File: src/rtl/pbus_pkg.sv
// Package: shared widths, field positions and the effective timing record
// for the parallel display bus sequencer.
// Assumes: edge times fit in T_W bits; on-times use the narrower ON_W field.
package pbus_pkg;
    parameter int ON_W   = 4;
    parameter int T_W    = 6;
    parameter int LEN_W  = T_W + 1;
    parameter int CFG_W  = 32;

    // Edge word field positions (decoded by the timing normaliser).
    localparam int CS_ON_LSB  = 0;
    localparam int CS_OFF_LSB = CS_ON_LSB + ON_W;
    localparam int WE_ON_LSB  = CS_OFF_LSB + T_W;
    localparam int WE_OFF_LSB = WE_ON_LSB + ON_W;
    localparam int RE_ON_LSB  = WE_OFF_LSB + T_W;
    localparam int RE_OFF_LSB = RE_ON_LSB + ON_W;

    // Cycle word field positions.
    localparam int WCYC_LSB   = 0;
    localparam int RCYC_LSB   = WCYC_LSB + T_W;
    localparam int ACC_LSB    = 22;

    // Strobe indices shared by the map and the polarity vector.
    localparam int S_CS = 0;
    localparam int S_WE = 1;
    localparam int S_RE = 2;
    localparam int S_DC = 3;
    localparam int N_STROBE = 3;

    localparam logic [1:0] KIND_CMD = 2'd0;

    typedef struct packed {
        logic [T_W-1:0] cs_on;
        logic [T_W-1:0] cs_off;
        logic [T_W-1:0] we_on;
        logic [T_W-1:0] we_off;
        logic [T_W-1:0] re_on;
        logic [T_W-1:0] re_off;
        logic [T_W-1:0] acc;
    } pbus_tim_t;
endpackage

File: src/rtl/pbus_timing_norm.sv
// Module: pbus_timing_norm
// Decodes the packed edge and cycle words and repairs them so that every
// off time follows its on time, CS-off covers WE-off and RE-off, cycles
// cover their strobe and the access point follows RE-on.
// Assumes: purely combinational; the caller registers the result.
module pbus_timing_norm
    import pbus_pkg::*;
(
    input  logic [CFG_W-1:0] edge_cfg,
    input  logic [CFG_W-1:0] cyc_cfg,
    output pbus_tim_t        tim,
    output logic [LEN_W-1:0] wr_len,
    output logic [LEN_W-1:0] rd_len
);
    function automatic logic [T_W-1:0] after_on(input logic [T_W-1:0] on_t,
                                                input logic [T_W-1:0] off_t);
        return (off_t <= on_t) ? on_t + T_W'(1) : off_t;
    endfunction

    function automatic logic [LEN_W-1:0] lmax(input logic [LEN_W-1:0] a,
                                              input logic [LEN_W-1:0] b);
        return (a > b) ? a : b;
    endfunction

    logic [T_W-1:0] cs_on_r, cs_off_r, we_on_r, we_off_r, re_on_r, re_off_r;
    logic [T_W-1:0] wcyc_r, rcyc_r, acc_r;
    logic [T_W-1:0] we_off_f, re_off_f, cs_off_f, cs_off_g, wcyc_f, rcyc_f, acc_f;

    // Field extraction from the packed words.
    always_comb begin
        cs_on_r  = T_W'(edge_cfg[CS_ON_LSB  +: ON_W]);
        cs_off_r = edge_cfg[CS_OFF_LSB +: T_W];
        we_on_r  = T_W'(edge_cfg[WE_ON_LSB  +: ON_W]);
        we_off_r = edge_cfg[WE_OFF_LSB +: T_W];
        re_on_r  = T_W'(edge_cfg[RE_ON_LSB  +: ON_W]);
        re_off_r = edge_cfg[RE_OFF_LSB +: T_W];
        wcyc_r   = cyc_cfg[WCYC_LSB +: T_W];
        rcyc_r   = cyc_cfg[RCYC_LSB +: T_W];
        acc_r    = cyc_cfg[ACC_LSB  +: T_W];
    end

    // Ordering repairs between edges.
    always_comb begin
        we_off_f = after_on(we_on_r, we_off_r);
        re_off_f = after_on(re_on_r, re_off_r);
        cs_off_f = after_on(cs_on_r, cs_off_r);
        cs_off_g = cs_off_f;
        if (cs_off_g < we_off_f) cs_off_g = we_off_f;
        if (cs_off_g < re_off_f) cs_off_g = re_off_f;
        wcyc_f   = (wcyc_r < we_off_f) ? we_off_f : wcyc_r;
        rcyc_f   = (rcyc_r < re_off_f) ? re_off_f : rcyc_r;
        acc_f    = (acc_r <= re_on_r) ? re_on_r + T_W'(1) : acc_r;
    end

    // Effective record and access lengths in ticks.
    always_comb begin
        tim.cs_on  = cs_on_r;
        tim.cs_off = cs_off_g;
        tim.we_on  = we_on_r;
        tim.we_off = we_off_f;
        tim.re_on  = re_on_r;
        tim.re_off = re_off_f;
        tim.acc    = acc_f;
        wr_len = lmax(LEN_W'(wcyc_f), LEN_W'(cs_off_g));
        rd_len = lmax(lmax(LEN_W'(rcyc_f), LEN_W'(cs_off_g)),
                      LEN_W'(acc_f) + LEN_W'(1));
    end
endmodule

File: src/rtl/pbus_tick_gen.sv
// Module: pbus_tick_gen
// Marks the clock that closes each tick: every clock at full rate, every
// second clock at half rate. Phase restarts whenever run is low.
// Assumes: half is held constant while run is high.
module pbus_tick_gen (
    input  logic clk,
    input  logic rst_n,
    input  logic run,
    input  logic half,
    output logic tick_last
);
    logic phase;

    // Phase toggle for the two-clock tick.
    always_ff @(posedge clk) begin
        if (!rst_n || !run) phase <= 1'b0;
        else if (half)      phase <= ~phase;
    end

    assign tick_last = !half || phase;
endmodule

File: src/rtl/pbus_strobe_map.sv
// Module: pbus_strobe_map
// Turns the tick position into chip-select, write-enable and read-enable
// pin levels: a strobe is active for on <= t < off and only for the access
// kind that uses it; polarity bits flip the pin levels.
// Assumes: tim is stable for the whole access.
module pbus_strobe_map
    import pbus_pkg::*;
(
    input  logic                active,
    input  logic                is_read,
    input  logic [T_W-1:0]      tcnt,
    input  pbus_tim_t           tim,
    input  logic [N_STROBE-1:0] pol,
    output logic [N_STROBE-1:0] pin
);
    logic [T_W-1:0]      on_t  [N_STROBE];
    logic [T_W-1:0]      off_t [N_STROBE];
    logic [N_STROBE-1:0] used;

    // Per-strobe window limits and use by access kind.
    always_comb begin
        on_t[S_CS]  = tim.cs_on;  off_t[S_CS] = tim.cs_off; used[S_CS] = 1'b1;
        on_t[S_WE]  = tim.we_on;  off_t[S_WE] = tim.we_off; used[S_WE] = !is_read;
        on_t[S_RE]  = tim.re_on;  off_t[S_RE] = tim.re_off; used[S_RE] = is_read;
    end

    for (genvar g = 0; g < N_STROBE; g++) begin : g_strobe
        logic act;
        assign act    = active && used[g] && (tcnt >= on_t[g]) && (tcnt < off_t[g]);
        assign pin[g] = ~act ^ pol[g];
    end
endmodule

File: src/rtl/pbus_strobe_seq.sv
// Module: pbus_strobe_seq (top)
// Accepts one bus access at a time, latches its repaired timing, counts
// ticks across the access and drives the strobes, data lines and select
// line; captures read data at the access tick.
// Assumes: pol_inv changes only while idle; bus_din is valid at the access tick.
module pbus_strobe_seq
    import pbus_pkg::*;
#(
    parameter int DATA_W = 16
) (
    input  logic              clk,
    input  logic              rst_n,
    input  logic              req_valid,
    output logic              req_ready,
    input  logic [1:0]        req_kind,
    input  logic [DATA_W-1:0] req_data,
    input  logic [CFG_W-1:0]  edge_cfg,
    input  logic [CFG_W-1:0]  cyc_cfg,
    input  logic              tick_half,
    input  logic [3:0]        pol_inv,
    output logic              bus_cs,
    output logic              bus_we,
    output logic              bus_re,
    output logic              bus_dc,
    output logic [DATA_W-1:0] bus_dout,
    output logic              bus_doe,
    input  logic [DATA_W-1:0] bus_din,
    output logic              busy,
    output logic [DATA_W-1:0] rd_data
);
    pbus_tim_t         tim_n, tim_q;
    logic [LEN_W-1:0]  wr_len_n, rd_len_n, len_q;
    logic              active, is_read_q, is_cmd_q, half_q, tick_last, accept;
    logic [T_W-1:0]    tcnt;
    logic [DATA_W-1:0] data_q, rd_q;
    logic [N_STROBE-1:0] pins;

    pbus_timing_norm u_norm (
        .edge_cfg (edge_cfg),
        .cyc_cfg  (cyc_cfg),
        .tim      (tim_n),
        .wr_len   (wr_len_n),
        .rd_len   (rd_len_n)
    );

    pbus_tick_gen u_tick (
        .clk       (clk),
        .rst_n     (rst_n),
        .run       (active),
        .half      (half_q),
        .tick_last (tick_last)
    );

    pbus_strobe_map u_map (
        .active  (active),
        .is_read (is_read_q),
        .tcnt    (tcnt),
        .tim     (tim_q),
        .pol     (pol_inv[N_STROBE-1:0]),
        .pin     (pins)
    );

    assign req_ready = !active;
    assign accept    = req_valid && req_ready;

    // Request capture: kind, data, rate and repaired timing.
    always_ff @(posedge clk) begin
        if (!rst_n) begin
            is_read_q <= 1'b0;
            is_cmd_q  <= 1'b0;
            half_q    <= 1'b0;
            data_q    <= '0;
            tim_q     <= '0;
            len_q     <= '0;
        end else if (accept) begin
            is_read_q <= req_kind[1];
            is_cmd_q  <= (req_kind == KIND_CMD);
            half_q    <= tick_half;
            data_q    <= req_data;
            tim_q     <= tim_n;
            len_q     <= req_kind[1] ? rd_len_n : wr_len_n;
        end
    end

    // Access run flag and tick position.
    always_ff @(posedge clk) begin
        if (!rst_n) begin
            active <= 1'b0;
            tcnt   <= '0;
        end else if (accept) begin
            active <= 1'b1;
            tcnt   <= '0;
        end else if (active && tick_last) begin
            if (LEN_W'(tcnt) + LEN_W'(1) >= len_q) active <= 1'b0;
            else                                   tcnt   <= tcnt + T_W'(1);
        end
    end

    // Read capture on the closing clock of the access tick.
    always_ff @(posedge clk) begin
        if (!rst_n)
            rd_q <= '0;
        else if (active && is_read_q && tick_last && tcnt == tim_q.acc)
            rd_q <= bus_din;
    end

    assign bus_cs   = pins[S_CS];
    assign bus_we   = pins[S_WE];
    assign bus_re   = pins[S_RE];
    assign bus_dc   = (active ? !is_cmd_q : 1'b1) ^ pol_inv[S_DC];
    assign bus_doe  = active && !is_read_q;
    assign bus_dout = data_q;
    assign busy     = active;
    assign rd_data  = rd_q;
endmodule

File: config.mk
export PLATFORM = sky130hd
export DESIGN_NAME = pbus_strobe_seq
export DESIGN_NICKNAME = d
export VERILOG_FILES = /design/src/rtl/pbus_pkg.sv /design/src/rtl/pbus_timing_norm.sv /design/src/rtl/pbus_tick_gen.sv /design/src/rtl/pbus_strobe_map.sv /design/src/rtl/pbus_strobe_seq.sv
export SDC_FILE = /design/constraint.sdc
export NUM_CORES = 1
export LEC_CHECK = 0
export BUFFER_PORTS_ARGS = -buffer_cell sky130_fd_sc_hd__buf_4
export CAP_MARGIN = 5
export CORE_AREA = 2 2 158 160
export DETAILED_ROUTE_END_ITERATION = 8
export DIE_AREA = 0 0 160 162
export PLACE_DENSITY_LB_ADDON = 0.1
export SYNTH_ARGS = -nofsm -noshare
export SYNTH_HDL_FRONTEND = slang
export SYNTH_SLANG_ARGS = --single-unit
export TNS_END_PERCENT = 10
File: constraint.sdc
create_clock -name clk -period 14.2 [get_ports clk]
set_input_delay 0 -clock clk [delete_from_list [all_inputs] [get_ports clk]]
set_output_delay 0 -clock clk [all_outputs]
set_load 0.02 [all_outputs]
==> summary.md <==
| Metric | Value |
|---|---|
| Period utilization | `0.639` |
| Slew Limit Fails | `0` |
| Setup repair after global routing missed its margin | `no` |
| Area growth syn-to-layout | `31.6%` |
| Worst path bufs/invs | `4` |
| Yosys cell types | `64` |
| CTS tree | `built` |
| DP HPWL | `about 16 mm` |
| Number of global-route vias before repair | `between 6000 and 7000` |
| Pre-antenna DRT Iters | `5` |
| Routed length per instance | `approximately 15 um` |
| Slowest CP cell | `mux2i_1` |
| Crit path to | `len_q[3]` |
| Arr. time, crit path | `9.30 ns` |
| Share of layout cells above drive strength 1 | `0.180` |
| Post-Syn Area per Cell | `7.97 um^2` |
| DR vias/cell | `roughly 4.7` |
| Initial Util | `0.277` |
| Power Dens Cells | `102 nW/um^2` |
| H-tree depth | `3` |
| Crit-path max FO | `10` |
| Initial antenna violation count | `0` |
| Crit Path Category | `in -> reg` |
| Finished Core Util | `0.364` |
| Max-Cap Viols | `0` |
| Core area | `around 24000 um^2` |
| Chip height | `~160 um` |
| Clock transition at path regs | `0.06 ns` |
| Top delay family on crit path | `compound AO/OA/AOI/OAI gates` |
| Final WS setup | `5.13 ns` |
| Synthesized net count | `between 1000 and 1500` |
| Post-route cell area | `approximately 8800 um^2` |
| Die X | `160 um` |
| Antenna Cells | `0` |
| DRC | `0` |
| Largest net degree at the start of global routing | `50` |
| Placed inst area | `7980 um^2` |
| Pre-CTS WS | `roughly 5.3 ns` |
| GRT Overall Usage | `0.158` |
| Leak pwr | `slightly above 0.004 uW` |
| Critical Path Start | `edge_cfg[13]` |
| Slowest stage delay, CP | `0.70 ns` |
| FP Rows | `57` |
| Status | `complete, no violations` |
| Grt ovf | `0` |
| CTS buffer count | `9` |
| Setup crit end kind | `flip-flop` |
| Non-Filler Instances | `about 1300` |
| Synthesized flop and latch total | `86` |
| R2R depth | `10` |
| Max Clock Skew | `0.00487 ns` |
| Vias | `6225` |
| Slew margin rel. | `0.277` |
| GPL Wtd Cong | `roughly 0.8` |
| Antenna viol nets, final | `0` |
| # nets final | `roughly 1200` |
| Min Tclk post-route | `about 9 ns` |
| Post-synth EDFFs | `0` |
| Filler instances | `roughly 2600` |
| Setup violations, final | `0` |
| Cell taking the most area after synthesis | `dfxtp_1` |
| Hold Path Class | `in -> reg` |
| Post-CTS Resized | `0` |
| Cts-stage hold buffer count | `49` |
| Synthesized cell area | `roughly 6700 um^2` |
| Primary FF master, synth | `dfxtp_1` |
| Fraction of registers with async set/reset | `0` |
| Crit start category | `input port` |
| Drt total wl | `~20 mm` |
| Final Hold Vio Count | `0` |
| Port buffer count | `about 130` |
| Fmax | `around 0.11 GHz` |
| Post-CTS setup buffer count | `0` |
| VDD IR max | `~0.051 mV` |
| Top post-synthesis cells by area | `dfxtp_1, ha_1, a21oi_1` |
| Placed insts | `around 1300` |
| Worst endpoint required time | `~14 ns` |
| YS warnings | `0` |
| Root buffer cell | `clkbuf_16` |
| Die ar. | `~26000 um^2` |
| Register area share after synthesis | `0.258` |
| Commonest non-fill, non-tap cell in the layout | `buf_4` |
| Most frequent cells in the layout | `buf_4, nand2_1, ha_1` |
| Post-synth top area share | `0.258` |
| DRT iter0 DRCs | `between 400 and 500` |
| Clk_lat worst skew | `0.34 ns` |
| Total negative slack | `0 ns` |
| Actual slew at the worst max-slew pin | `1.08 ns` |
| R2R Path Start | `tcnt[1]` |
| Critical Path Stages | `39` |
| R2r endpoint | `tcnt[5]` |
| Most used cell, CP | `ha_1` |
| Max clock buf depth | `2` |
| R2R setup slack | `between 10 and 15 ns` |
| First-pass GRT wire length | `around 33 mm` |
| CTS Sinks | `86` |
| Syn Inst Count | `approximately 840` |
| Boundary pin count | `145` |
## worst min-delay path, stage by stage
cell and delay [ns]:
buf_4 0.15, nand2_1 0.10, a21oi_1 0.06
## registers in the layout, indices dropped and copies added, names as in the netlist
register / flops
tim_q: 36
bus_dout: 16
rd_data: 16
len_q: 7
tcnt: 6
busy: 1
half_q: 1
is_cmd_q: 1
is_read_q: 1
u_tick.phase: 1
## report_power, final
part	leakage, uW	internal (uW)	switching [uW]
registers	0.000704	260	11.6
clock network	0.000152	154	102
logic	0.00319	157	207
## layout make-up
| type | instances | area, um^2 | area share |
|---|---|---|---|
| Clock buffer | 10 | 229 | 0.0261 |
| Clock inverter | 6 | 86.3 | 0.00983 |
| Inverter | 74 | 278 | 0.0316 |
| Multi-Input combinational cell | 647 | 4560 | 0.519 |
| Sequential cell | 86 | 1720 | 0.196 |
| Tap cell | 324 | 405 | 0.0461 |
| Timing Repair Buffer | 184 | 1500 | 0.171 |
## cells by family (layout without fill, tap and decap cells)
group / Yosys count / in the layout / synth area share
buffers and inverters: 105 / 274 / 0.0602
AO/OA/AOI/OAI: 204 / 204 / 0.204
multiplexers: 50 / 50 / 0.0808
AND/OR/NAND/NOR: 272 / 272 / 0.186
flip-flops: 86 / 86 / 0.258
XOR/XNOR: 28 / 28 / 0.0367
adder cells (fa/ha/maj): 93 / 93 / 0.174
## how the worst min path moves through the flow
stage	cells past startpoint	slack [ns]	to	startpoint
2_1_floorplan	1	0.13	bus_cs	pol_inv[0]
3_3_place_gp	3	0.23	rd_data[8]	bus_din[8]
3_5_place_dp	3	0.24	rd_data[12]	bus_din[12]
4_1_cts	3	0.01	tim_q[23]	edge_cfg[19]
5_1_grt	3	0.02	tim_q[23]	edge_cfg[19]
6_report	3	0.02	tim_q[23]	edge_cfg[19]
## synth_stat cells, types with 3 or more instances
cell,count
nand2_1,108
ha_1,93
dfxtp_1,86
a21oi_1,81
inv_1,74
nor2_1,72
mux2i_1,32
clkbuf_1,25
o21ai_0,21
nand3_1,20
a211oi_1,17
a21o_1,17
mux2_2,14
nor2b_1,14
xnor2_1,14
xor2_1,14
nor3_1,13
nand2b_1,10
a31oi_1,7
nand4_1,7
o211ai_1,7
o22ai_1,7
o21a_1,6
buf_1,5
o21bai_1,5
or3_1,5
a2111oi_0,4
and2_1,4
and3_1,4
nor4_1,4
a221oi_1,3
o21ai_1,3
## per-layer routing
layer	track usage	vias up	part of all wire
met2	0.269	111	0.47
met3	0.0301	15	0.035
met5	0	-	0
met4	0.0287	0	0.0088
li1	-	3278	-
met1	0.209	2821	0.48
## stage by stage
step                      power, uW  hold slack, ns
after floorplan                 522           0.128
after global placement          634           0.229
after detailed placement        632           0.240
after CTS                       904          0.0137
after global routing            958          0.0184
final                           892          0.0185
Power figures use the tool's default switching activity.
